===== config.mk =====
export PLATFORM = sky130hd
export DESIGN_NAME = acs_ctrl
export DESIGN_NICKNAME = d
export VERILOG_FILES = /design/src/rtl/acs_pkg.sv /design/src/rtl/acs_onehot_dec.sv /design/src/rtl/acs_step_ctr.sv /design/src/rtl/acs_ctrl.sv
export SDC_FILE = /design/constraint.sdc
export NUM_CORES = 1
export LEC_CHECK = 0
export ABC_AREA = 1
export BUFFER_PORTS_ARGS = -buffer_cell sky130_fd_sc_hd__buf_4
export CORE_ASPECT_RATIO = 0.6
export CORE_MARGIN = 2
export CORE_UTILIZATION = 55
export CTS_CLUSTER_SIZE = 8
export DETAILED_ROUTE_END_ITERATION = 10
export PLACE_DENSITY = 0.82
export SYNTH_ARGS = -nofsm -noshare
export SYNTH_HDL_FRONTEND = slang
export SYNTH_SLANG_ARGS = --single-unit
export TNS_END_PERCENT = 5

===== constraint.sdc =====
create_clock -name clk_i -period 2 [get_ports clk_i]
set_clock_uncertainty 0.1 [all_clocks]
set_input_delay 0.3 -clock clk_i [delete_from_list [all_inputs] [get_ports clk_i]]
set_output_delay 0.3 -clock clk_i [all_outputs]
set_load 0.02 [all_outputs]

===== src/rtl/acs_pkg.sv =====
package acs_pkg;
  localparam int OPC_AND = 0;
  localparam int OPC_ADD = 1;
  localparam int OPC_LDA = 2;
  localparam int OPC_STA = 3;
  localparam int OPC_BUN = 4;
  localparam int OPC_BSA = 5;
  localparam int OPC_ISZ = 6;
  localparam int OPC_REG = 7;

  typedef enum logic [1:0] {
    ACC_AND  = 2'd0,
    ACC_ADD  = 2'd1,
    ACC_LOAD = 2'd2
  } acc_op_e;
endpackage


===== src/rtl/acs_onehot_dec.sv =====
module acs_onehot_dec #(
  parameter int IN_W = 3,
  localparam int OUT_N = 1 << IN_W
) (
  input  logic [IN_W-1:0]  code_i,
  output logic [OUT_N-1:0] hot_o
);
  for (genvar g = 0; g < OUT_N; g++) begin : g_line
    assign hot_o[g] = (code_i == IN_W'(g));
  end
endmodule


===== src/rtl/acs_step_ctr.sv =====
module acs_step_ctr #(
  parameter int STEP_W = 4,
  localparam int STEP_N = 1 << STEP_W
) (
  input  logic              clk_i,
  input  logic              rst_ni,
  input  logic              en_i,
  input  logic              clr_i,
  output logic [STEP_W-1:0] step_o,
  output logic [STEP_N-1:0] tick_o
);
  logic [STEP_W-1:0] step_q;

  always_ff @(posedge clk_i or negedge rst_ni) begin
    if (!rst_ni)   step_q <= '0;
    else if (en_i) step_q <= clr_i ? '0 : step_q + STEP_W'(1);
  end

  acs_onehot_dec #(.IN_W(STEP_W)) u_tdec (
    .code_i (step_q),
    .hot_o  (tick_o)
  );

  assign step_o = step_q;
endmodule


===== src/rtl/acs_ctrl.sv =====
module acs_ctrl
  import acs_pkg::*;
#(
  parameter int DATA_W = 16,
  parameter int ADDR_W = 12,
  parameter int STEP_W = 4
) (
  input  logic              clk_i,
  input  logic              rst_ni,
  input  logic              halt_i,
  input  logic [DATA_W-1:0] acc_i,
  input  logic [DATA_W-1:0] mem_rdata_i,
  output logic [ADDR_W-1:0] mem_addr_o,
  output logic              mem_rd_o,
  output logic              mem_wr_o,
  output logic [DATA_W-1:0] mem_wdata_o,
  output logic              acc_we_o,
  output logic [1:0]        acc_op_o,
  output logic [ADDR_W-1:0] pc_o,
  output logic [ADDR_W-1:0] ar_o,
  output logic [DATA_W-1:0] ir_o,
  output logic [DATA_W-1:0] dr_o,
  output logic [STEP_W-1:0] step_o,
  output logic              regop_o,
  output logic              regop_ind_o
);
  localparam int OPC_W  = DATA_W - ADDR_W - 1;
  localparam int OPC_N  = 1 << OPC_W;
  localparam int STEP_N = 1 << STEP_W;
  localparam int PAD_W  = DATA_W - ADDR_W;

  logic [ADDR_W-1:0] pc_q, ar_q;
  logic [DATA_W-1:0] ir_q, dr_q;
  logic              ind_q;
  logic [OPC_N-1:0]  opd_q, opd_dec;
  logic [STEP_N-1:0] tick;
  logic              tick_unused;
  logic              run, sc_clr;
  logic              fetch0, fetch1, dec2, ptr_rd, ptr_ld, ex0, ex1, ex2;
  logic              is_and, is_add, is_lda, is_sta, is_bun, is_bsa, is_isz;
  logic              is_reg, mem_ref, acc_kind;
  acc_op_e           acc_op;

  acs_step_ctr #(.STEP_W(STEP_W)) u_step (
    .clk_i  (clk_i),
    .rst_ni (rst_ni),
    .en_i   (run),
    .clr_i  (sc_clr),
    .step_o (step_o),
    .tick_o (tick)
  );

  acs_onehot_dec #(.IN_W(OPC_W)) u_odec (
    .code_i (ir_q[DATA_W-2:ADDR_W]),
    .hot_o  (opd_dec)
  );

  assign tick_unused = |tick[STEP_N-1:8];

  assign run     = ~halt_i;
  assign is_and  = opd_q[OPC_AND];
  assign is_add  = opd_q[OPC_ADD];
  assign is_lda  = opd_q[OPC_LDA];
  assign is_sta  = opd_q[OPC_STA];
  assign is_bun  = opd_q[OPC_BUN];
  assign is_bsa  = opd_q[OPC_BSA];
  assign is_isz  = opd_q[OPC_ISZ];
  assign is_reg  = opd_q[OPC_REG];
  assign mem_ref = ~is_reg;
  assign acc_kind = is_and | is_add | is_lda;

  // shared steps, pointer pick-up, then execute steps offset by the mode
  assign fetch0 = tick[0];
  assign fetch1 = tick[1];
  assign dec2   = tick[2];
  assign ptr_rd = tick[3] & ind_q & mem_ref;
  assign ptr_ld = tick[4] & ind_q & mem_ref;
  assign ex0    = mem_ref & (ind_q ? tick[5] : tick[3]);
  assign ex1    = mem_ref & (ind_q ? tick[6] : tick[4]);
  assign ex2    = mem_ref & (ind_q ? tick[7] : tick[5]);

  assign sc_clr = (tick[3] & is_reg)
                | (ex0 & (is_sta | is_bun | is_bsa))
                | (ex1 & acc_kind)
                | (ex2 & is_isz);

  assign mem_rd_o    = run & (fetch0 | ptr_rd | (ex0 & (acc_kind | is_isz)));
  assign mem_wr_o    = run & ((ex0 & (is_sta | is_bsa)) | (ex2 & is_isz));
  assign mem_addr_o  = fetch0 ? pc_q : ar_q;
  assign mem_wdata_o = is_sta ? acc_i : (is_bsa ? {{PAD_W{1'b0}}, pc_q} : dr_q);

  always_comb begin
    acc_op = ACC_LOAD;
    if (is_and)      acc_op = ACC_AND;
    else if (is_add) acc_op = ACC_ADD;
  end

  assign acc_we_o    = run & ex1 & acc_kind;
  assign acc_op_o    = acc_op;
  assign regop_o     = run & tick[3] & is_reg;
  assign regop_ind_o = ind_q;

  always_ff @(posedge clk_i or negedge rst_ni) begin
    if (!rst_ni) begin
      pc_q  <= '0;
      ar_q  <= '0;
      ir_q  <= '0;
      dr_q  <= '0;
      ind_q <= 1'b0;
      opd_q <= '0;
    end else if (run) begin
      if (fetch0) ar_q <= pc_q;
      if (fetch1) begin
        ir_q <= mem_rdata_i;
        pc_q <= pc_q + ADDR_W'(1);
      end
      if (dec2) begin
        ar_q  <= ir_q[ADDR_W-1:0];
        ind_q <= ir_q[DATA_W-1];
        opd_q <= opd_dec;
      end
      if (ptr_ld) begin
        dr_q <= mem_rdata_i;
        ar_q <= mem_rdata_i[ADDR_W-1:0];
      end
      if (ex0 & is_sta) dr_q <= acc_i;
      if (ex0 & is_bun) pc_q <= ar_q;
      if (ex0 & is_bsa) pc_q <= ar_q + ADDR_W'(1);
      if (ex1 & acc_kind) dr_q <= mem_rdata_i;
      if (ex1 & is_isz)   dr_q <= mem_rdata_i + DATA_W'(1);
      if (ex2 & is_isz & (dr_q == '0)) pc_q <= pc_q + ADDR_W'(1);
    end
  end

  assign pc_o = pc_q;
  assign ar_o = ar_q;
  assign ir_o = ir_q;
  assign dr_o = dr_q;
endmodule


# --- Word level (Yosys, flattened, before mapping) ---
# Cells that the tools add are included.
totals:
  input_bits: 35
  reg_bits: 69
  word_cells: 91
classes:
  eq_ne: 14
  addsub: 4
  muxes: 19
  reduce_logical: 9
  n_bitwise: 38
ops:
  columns: ["cell", "n"]
  rows:
  - ["$mux 16", 6]
  - ["$mux 12", 7]
  - ["$add 12x1->12 const B", 2]
  - ["$and 1x1->1", 24]
  - ["$add 16x1->16 const B", 1]
  - ["$eq 4x3->1 const B", 4]
  - ["$logic_not 16->1", 1]
  - ["$eq 3x3->1 const B", 4]
  - ["$or 1x1->1", 12]
  - ["$eq 4x2->1 const B", 2]
  - ["$reduce_and 2->1", 4]
  - ["$reduce_bool 4->1", 2]
  - ["$eq 3x2->1 const B", 2]
  - ["$add 4x1->4 const B", 1]
  - ["$eq 4x1->1 const B", 1]
  - ["$logic_not 4->1", 1]
  - ["$mux 2", 2]
  - ["$mux 4", 1]
  - ["$eq 3x1->1 const B", 1]
  - ["$logic_not 3->1", 1]
  - ["$mux 1", 3]
  - ["$not 1->1", 2]

# --- Depth between registers and ports, before layout ---
# Gate-level depths: netlist of run 1.
depth:
  ltp_word: 8
  depth_mapped: 13
  ltp_nobuf: 12

# --- By module ---
# From an unflattened synthesis of run 1, not the netlist that was laid out.
hier_totals:
  cells_unflattened: 778
  hier_area_um2: 5127.4
by_module_without_submodules:
  columns: ["module", "n_inst", "cells_per_inst", "seq_area_each_um2", "area_per_inst_um2"]
  rows:
  - ["acs_ctrl", 1, 711, 1626.6, 4752.1]
  - ["acs_step_ctr", 1, 24, 100.1, 214.0]
  - ["acs_onehot_dec at u_step.u_tdec", 1, 28, 0.0, 105.1]
  - ["acs_onehot_dec at u_odec", 1, 15, 0.0, 56.3]

# --- Worst setup path after synthesis of run 1 ---
# Ideal clock, no wire load.
synth_timing:
  path_kind: "flip-flop to output port"
  from: "register u_step.step_q[0], in the netlist u_step.step_o[0]"
  to: "output mem_rd_o"
  arrival_time_ns: 1.709
  required_ns: 1.600
  setup_slack_ns: -0.109
  path_buffers: 1
  stages_incl_launch_ff: 7
  path_cell_list: "dfrtp_1 > ha_1 > nand3_1 > nand2_2 > buf_2 > o21ai_0 > a21oi_1"
synth_between:
  elab_chain_cells: 6
  word_cells_on_any_way: 11
  cone_classes: "eq/ne: 2; mux: 1; bitwise: 7; reduce/logical: 1"
synth_lines:
  columns: ["element", "line_no", "source"]
  rows:
  - ["start, declared", "acs_step_ctr.sv:12", "logic [STEP_W-1:0] step_q;"]
  - ["start signal, assigned", "acs_step_ctr.sv:16", "else if (en_i) step_q <= clr_i ? '0 : step_q + STEP_W'(1);"]
  - ["$eq 4x2->1 / $eq 4x3->1 (equally long branches)", "acs_onehot_dec.sv:9", "assign hot_o[g] = (code_i == IN_W'(g));"]
  - ["$and 1x1->1 / $mux 1 (equally long branches)", "acs_ctrl.sv:76, acs_ctrl.sv:78", null]
  - ["$and 1x1->1, on equally long branches", "acs_ctrl.sv:76, acs_ctrl.sv:78", null]
  - ["$or 1x1->1 / $and 1x1->1 (equally long branches)", "acs_ctrl.sv:87", "assign mem_rd_o = run & (fetch0 | ptr_rd | (ex0 & (acc_kind | is_isz)));"]
  - ["$or 1x1->1 *", "acs_ctrl.sv:87", null]
  - ["$and 1x1->1 *", "acs_ctrl.sv:87", null]
  - ["end, declared", "acs_ctrl.sv:14", "output logic mem_rd_o,"]
# Every way passes the cells marked *; elsewhere a longest branch is shown, timed or not.

# --- Worst setup path after layout of run 1 ---
layout_timing:
  from: "register u_step.step_q[0], in the netlist u_step.step_o[0]"
  to: "output mem_wr_o"
layout_between:
  elab_chain_cells: 6
  word_cells_on_any_way: 11
  cone_classes: "eq/ne: 3; mux: 2; bitwise: 6"
layout_lines:
  columns: ["element", "line_no", "source"]
  rows:
  - ["$eq 4x2->1 / $eq 4x3->1 (equally long branches)", "acs_onehot_dec.sv:9", null]
  - ["$mux 1, on equally long branches", "acs_ctrl.sv:78, acs_ctrl.sv:80", null]
  - ["$and 1x1->1, on equally long branches", "acs_ctrl.sv:78, acs_ctrl.sv:80", null]
  - ["$and 1x1->1", "acs_ctrl.sv:88", "assign mem_wr_o = run & ((ex0 & (is_sta | is_bsa)) | (ex2 & is_isz));"]
  - ["$or 1x1->1 *", "acs_ctrl.sv:88", null]
  - ["$and 1x1->1 *", "acs_ctrl.sv:88", null]
  - ["end, declared", "acs_ctrl.sv:15", "output logic mem_wr_o,"]
# Marks and branches as above.

==> results of run 1 <==
## final timing paths
check                      cells after the start                   end  slack (ns)                          from
min                                            2   ir_o[2]$_DFFE_PN0P_        0.20                mem_rdata_i[2]
max                                            7              mem_wr_o       -0.26  u_step.step_o[0]$_DFFE_PN0N_
max in group asynchronous                      3   pc_o[6]$_DFFE_PN0P_        0.88                        rst_ni
max reg2reg                                   11   pc_o[0]$_DFFE_PN0P_       -0.17  u_step.step_o[0]$_DFFE_PN0N_
min reg2reg                                    2  opd_q[2]$_DFFE_PN0P_        0.41          opd_q[2]$_DFFE_PN0P_
min in group asynchronous                      2  ir_o[13]$_DFFE_PN0P_        0.34                        rst_ni
## stage by stage
| stage | TNS (ns) | instance area, um^2 | cells |
|---|---|---|---|
| after global routing | -6.559 | 7538 | 1140 |
| after CTS | -1.943 | 7202 | 1130 |
| after detailed placement | -3.603 | 6701 | 1107 |
| after floorplan | -0.9383 | 5218 | 825 |
| final | -4.343 | 7538 | 1140 |
| after global placement | -2.501 | 6701 | 1107 |
## worst max-delay path, delay by kind of cell (launching register included)
family,cells,cell delay [ns]
DFF,1,0.45
AOI/OAI and AO/OA,1,0.23
buffers and inverters,2,0.28
and+or+nand+nor,3,0.37
adders and majority gates,1,0.16
## what timing repair did
item                                    in CTS  in global routing
hold endpoints to repair                    35                  0
pin swaps                                    5                 13
hold buffers                                 1                  0
setup buffers                                5                  8
cloned                                       1                  2
gates resized for setup                     55                 60
endpoints found under the setup margin      55                 62
## power by group
group | internal [uW] | switching [uW] | leakage [uW]
Combinational | 3630 | 5350 | 0.00299
Sequential | 2040 | 936 | 0.000862
Clock | 882 | 752 | 0.000144
## layer usage
| metal | GRT usage | share of wire | vias to the layer above |
|---|---|---|---|
| li1 | - | - | 3054 |
| met1 | 0.6056 | 0.38 | 3217 |
| met2 | 0.5969 | 0.40 | 731 |
| met3 | 0.1548 | 0.18 | 144 |
| met4 | 0.1247 | 0.049 | 0 |
| met5 | 0 | 0 | - |
## logic make-up (layout without fill, tap and decap cells)
group	Yosys count	after routing	share of synthesized area
AOI/OAI and AO/OA	138	138	0.1452
xor gates and xnor gates	12	12	0.02016
adders and majority gates	7	7	0.01680
buffers and inverters	132	316	0.1044
DFF	69	69	0.3312
muxes	2	2	0.004319
and+or+nand+nor	465	466	0.3780
## synthesized netlist by cell type (5+ instances only)
cell / number / share of area
sky130_fd_sc_hd__a21oi_1: 44 / 0.042
sky130_fd_sc_hd__a22oi_1: 10 / 0.014
sky130_fd_sc_hd__buf_2: 10 / 0.0096
sky130_fd_sc_hd__clkbuf_1: 22 / 0.016
sky130_fd_sc_hd__dfrtp_1: 69 / 0.33
sky130_fd_sc_hd__ha_1: 7 / 0.017
sky130_fd_sc_hd__inv_1: 90 / 0.065
sky130_fd_sc_hd__nand2_1: 258 / 0.19
sky130_fd_sc_hd__nand2_2: 5 / 0.0060
sky130_fd_sc_hd__nand3_1: 95 / 0.091
sky130_fd_sc_hd__nand4_1: 15 / 0.018
sky130_fd_sc_hd__nor2_1: 73 / 0.053
sky130_fd_sc_hd__nor3_1: 8 / 0.0077
sky130_fd_sc_hd__o21ai_0: 70 / 0.067
sky130_fd_sc_hd__o22ai_1: 5 / 0.0060
sky130_fd_sc_hd__xor2_1: 10 / 0.017
## flip-flops by register name, summed over array words and instances (netlist names)
| register | flops |
|---|---|
| ir_o | 16 |
| u_step.step_o | 4 |
| regop_ind_o | 1 |
| pc_o | 12 |
| ar_o | 12 |
| opd_q | 8 |
| dr_o | 16 |
## layout make-up
type                            count  area share
Clock buffer                        9     0.02988
Clock inverter                      7    0.009627
Inverter                           95     0.04996
Multi-Input combinational cell    625      0.4259
Sequential cell                    69      0.2300
Tap cell                          130     0.02158
Timing Repair Buffer              205      0.2330
==> impl_metrics.toml, run 1 <==
[layout]
layout.filler_cells = 575
insertedDiodeCount = 0
share_of_post_route_cells_with_drive_strength_above_1 = 0.2881
multi_input_comb_area_um2 = 3211
postLayoutCoreUtil = 0.8204
flow.area_growth_from_synthesis_pct = 44.59
final-seq-area_um2 = 1734
mostFrequentLayoutCells = "sky130_fd_sc_hd__nand2_1 (247), sky130_fd_sc_hd__buf_4 (176), sky130_fd_sc_hd__nand3_1 (88), sky130_fd_sc_hd__inv_1 (82), sky130_fd_sc_hd__nor2_1 (71)"
nets = 1047
most_common_cell_after_layout_fill_and_taps_aside = "sky130_fd_sc_hd__nand2_1"

[cts]
tritoncts = "yes"
cts_buffers = 9
clk_root_buffer_cell = "sky130_fd_sc_hd__clkbuf_16"
worst_skew_pair.late_latency_ns = 0.36
tritoncts_num_sinks = 69
clock_path_buffers = 2
cts.clk_slew.worst_paths_ns = 0.07
cts_htree_levels = 3

[place]
io_buffers = 129
detailedPlacementHpwl_um = 15870
gp_routability_congestion = 1.011
pre_cts_ws_ns = -0.3223

[floorplan]
floorplan.die.height_um = 79.42
floorplan.die.width_um = 129.7
starting_utilization_of_the_core_area = 0.5674
fp-row-count = 27
design.portCount = 130
placeableCoreArea_um2 = 9189
die_area_um2 = 10300

[logic_synthesis]
post_synthesis_sequential_element_count = 69
yosysUniqueCellTypes = 34
syn_avg_cell_area_um2 = 6.320
yosys_warnings = 0
ys_async_sr_fraction = 1.000
syn-cell-area_um2 = 5214
synth-main-ff-cell = "sky130_fd_sc_hd__dfrtp_1"
seq_area_frac_synth = 0.3312
post_synth_edffs = 0
synth_nets = 867
netlist_instances = 825

[sta]
rsz_0062_raised_after_global_routing = "yes"
final.min_clock_period_ns = 2.259
final_hold_viol_count = 0
final_min_period_over_clock_period = 1.129
worst_max_slew_pin_slew_ns = 0.4819
final_number_of_setup_violating_endpoints = 45
maxSlewViolCount = 0
worst_slew_slack_as_a_fraction_of_its_limit = 0.6788
final.setup.worst_slack_ns = -0.2587
timing.fmax_mhz = 442.7
fin_worst_hold_slack_ns = 0.2013

[job]
max_cap_violations = 0

[worst_setup_path]
kind_of_launch_point_of_the_worst_setup_path = "flip-flop"
cpMaxStageDelayCell = "sky130_fd_sc_hd__dfrtp_2"
critical_path_arrival_ns = 1.86
crit_path_max_fanout = 6
crit_path_max_incr_delay_ns = 0.45
worst_setup_path_end_kind = "output pin"
critical_path_required_ns = 1.60
setup.worst_path.class = "reg2out"
path_cells = "buf_6, ha_4, nand3_2, nand2_4, nand2_4, a31oi_4, buf_6"

[route]
drt-vias-per-instance = 6.268
detailedRoute.firstIterationViolations = 1368
drt_first_pass_iters = 6
detail-route-antenna-nets = 0
route.vias.total = 7146
drt-total-wl_um = 23820
route.detailed.drc = 0
wl_per_cell_um = 20.89

[power]
p_leak_uw = 0.003993
power.ir.vdd_worst_uv = 1357
total_power_uw = 13580
power.density_nw_per_um2 = 1802

[global_route]
wire_length_of_the_first_global_routing_pass_um = 33150
number_of_global_route_vias_before_repair = 6220
grt_start_max_net_pins = 37
antenna_found_initial = 0
grt_util_all_layers = 0.4234
gr-total-overflow = 0

[status]
failed_checks = "setup timing"
status = "finished with violations"

[worst_hold_path]
hold_class = "in2reg"
Power figures use the tool's default switching activity.
==> run 2: changes to the inputs <==
--- a/config.mk
+++ b/config.mk
@@ -13,6 +13,7 @@
 export CTS_CLUSTER_SIZE = 8
 export DETAILED_ROUTE_END_ITERATION = 10
 export PLACE_DENSITY = 0.82
+export REMOVE_ABC_BUFFERS = 1
 export SYNTH_ARGS = -nofsm -noshare
 export SYNTH_HDL_FRONTEND = slang
 export SYNTH_SLANG_ARGS = --single-unit
==> run 2 against run 1 <==
  * The run still ends with setup timing left
  * Worst setup slack worse by 0.074 ns
  * Register-to-register slack worse by 0.07 ns
  * Via count up 4.9%
  * Sequential cell count unchanged
  * Die area unchanged
  * Combinational power up 5.8%
  * Clock-buffer cell count up 1
==> impl_metrics.toml, run 2 (same netlist as run 1, synthesis figures left out) <==
[sta]
timing.fmax_mhz = 428.7
final_min_period_over_clock_period = 1.166
tns_ns = -7.587
final_hold_viol_count = 0
maxSlewViolCount = 0
final.setup.worst_slack_ns = -0.3326
worst_max_slew_pin_slew_ns = 0.4728
worst_slew_slack_as_a_fraction_of_its_limit = 0.6848
final.min_clock_period_ns = 2.333
rsz_0062_raised_after_global_routing = "yes"
final_number_of_setup_violating_endpoints = 64

[worst_setup_path]
worst_r2r_startpoint = "u_step.step_o[0]$_DFFE_PN0N_"
timing.critical_path.from = "u_step.step_o[2]$_DFFE_PN0N_"
critical_path_arrival_ns = 1.93
kind_of_launch_point_of_the_worst_setup_path = "flip-flop"
crit_path_max_fanout = 6
worstRegToRegCells = 12
worst_setup_path_end_kind = "output pin"
setup.worst_path.class = "reg2out"
critical_path_required_ns = 1.60

[worst_hold_path]
hold_path_startpoint = "mem_rdata_i[2]"
hold_class = "in2reg"
worst_hold_path.num_cells = 2

[route]
drt_first_pass_iters = 9
route.vias.total = 7494
detail-route-antenna-nets = 0
detailedRoute.firstIterationViolations = 1325
drt-total-wl_um = 26370
drt-vias-per-instance = 6.597
wl_per_cell_um = 23.21
route.detailed.drc = 0

[place]
io_buffers = 129
pre_cts_ws_ns = -0.2628
place_inst = 1099
place_area_um2 = 6650
detailedPlacementHpwl_um = 16080
gp_routability_congestion = 1.010

[power]
p_leak_uw = 0.003994
power.ir.vdd_worst_uv = 1524
power.density_nw_per_um2 = 1879

[floorplan]
design.portCount = 130
floorplan.die.height_um = 79.42
fp-row-count = 27
die_area_um2 = 10300
floorplan.die.width_um = 129.7
starting_utilization_of_the_core_area = 0.5674
placeableCoreArea_um2 = 9189

[global_route]
antenna_found_initial = 0
grt_start_max_net_pins = 27
grt_util_all_layers = 0.4724
wire_length_of_the_first_global_routing_pass_um = 36650
gr-total-overflow = 0
number_of_global_route_vias_before_repair = 6645

[layout]
stdcell_area_um2 = 7606
share_of_post_route_cells_with_drive_strength_above_1 = 0.3002
mostFrequentLayoutCells = "sky130_fd_sc_hd__nand2_1 (241), sky130_fd_sc_hd__buf_4 (172), sky130_fd_sc_hd__nand3_1 (88), sky130_fd_sc_hd__inv_1 (83), sky130_fd_sc_hd__nor2_1 (66)"
most_common_cell_after_layout_fill_and_taps_aside = "sky130_fd_sc_hd__nand2_1"
postLayoutCoreUtil = 0.8278
final_cell_count_no_fill = 1136
nets = 1043
insertedDiodeCount = 0
flow.area_growth_from_synthesis_pct = 45.88

[cts]
worst_skew_pair.late_latency_ns = 0.35
clock_path_buffers = 2
tritoncts_num_sinks = 69
cts_htree_levels = 3
cts_buffers = 9
tritoncts = "yes"
cts.clk_slew.worst_paths_ns = 0.06
clk_root_buffer_cell = "sky130_fd_sc_hd__clkbuf_16"

[status]
status = "finished with violations"
failed_checks = "setup timing"

[job]
max_cap_violations = 0
==> run 2: changes by cell type in the layout (fill, tap and decap cells not counted), moves of 2 or more <==
cell / delta
sky130_fd_sc_hd__nand2_2: +5
sky130_fd_sc_hd__o41ai_2: +2
sky130_fd_sc_hd__clkbuf_16: -2
sky130_fd_sc_hd__nand2_1: -6
sky130_fd_sc_hd__buf_16: +2
sky130_fd_sc_hd__buf_4: -4
sky130_fd_sc_hd__buf_12: +3
sky130_fd_sc_hd__inv_6: -3
sky130_fd_sc_hd__nor2_1: -5
sky130_fd_sc_hd__o41ai_1: -2
sky130_fd_sc_hd__nor2_2: +5
sky130_fd_sc_hd__inv_2: +2
sky130_fd_sc_hd__inv_4: -2
sky130_fd_sc_hd__inv_8: -2
==> run 2: path summary, 6_finish.rpt <==
| path | to | slack (ns) |
|---|---|---|
| max reg2reg | dr_o[13]$_DFFE_PN0P_ | -0.24 |
| max | mem_rd_o | -0.33 |
| min | ir_o[2]$_DFFE_PN0P_ | 0.17 |
| max in group asynchronous | regop_ind_o$_DFFE_PN0P_ | 0.95 |
| min in group asynchronous | pc_o[1]$_DFFE_PN0P_ | 0.27 |
| min reg2reg | pc_o[11]$_DFFE_PN0P_ | 0.45 |
==> run 2: stage by stage <==
stage | power [uW] | hold slack, ns
finish | 14290 | 0.1750
floorplan | 6658 | -0.09559
global route | 14650 | 0.1610
CTS | 12970 | 0.1557
global placement | 10030 | 0.09083
detailed placement | 10270 | 0.09631
==> run 2: what timing repair did <==
item                                    CTS  global route
buffers inserted                         10             8
endpoints found under the hold margin    16             0
pin swaps                                11             7
hold buffers                              1             0
cloned                                    2             0
endpoints found under the setup margin   46            59
resized for setup                        88            46
==> run 2: layer usage <==
layer,up-vias,track usage,share of wire
li1,3028,-,-
met1,3352,0.6474,0.36
met2,875,0.6665,0.40
met3,239,0.1776,0.18
met4,0,0.2000,0.067
met5,-,0,0
==> run 2: area by class of cell <==
class                           instances  area (um^2)
Clock buffer                           10        239.0
Clock inverter                          6        62.56
Fill cell                             544         1583
Inverter                               95        379.1
Multi-Input combinational cell        624         3262
Sequential cell                        69         1735
Tap cell                              130        162.7
Timing Repair Buffer                  202         1765
==> run 2: where the power goes <==
part | switching, uW | internal, uW
Sequential | 1080 | 2040
Clock | 683 | 995
Combinational | 5740 | 3750
==> run 2: critical path, cell delays in order, from the launching register on <==
cell	delay [ns]
sky130_fd_sc_hd__dfrtp_1	0.46
sky130_fd_sc_hd__nor2_4	0.23
sky130_fd_sc_hd__buf_12	0.15
sky130_fd_sc_hd__nand2_8	0.08
sky130_fd_sc_hd__buf_12	0.17
sky130_fd_sc_hd__clkinv_8	0.05
sky130_fd_sc_hd__a21oi_2	0.04
sky130_fd_sc_hd__a21oi_2	0.21
sky130_fd_sc_hd__buf_4	0.18
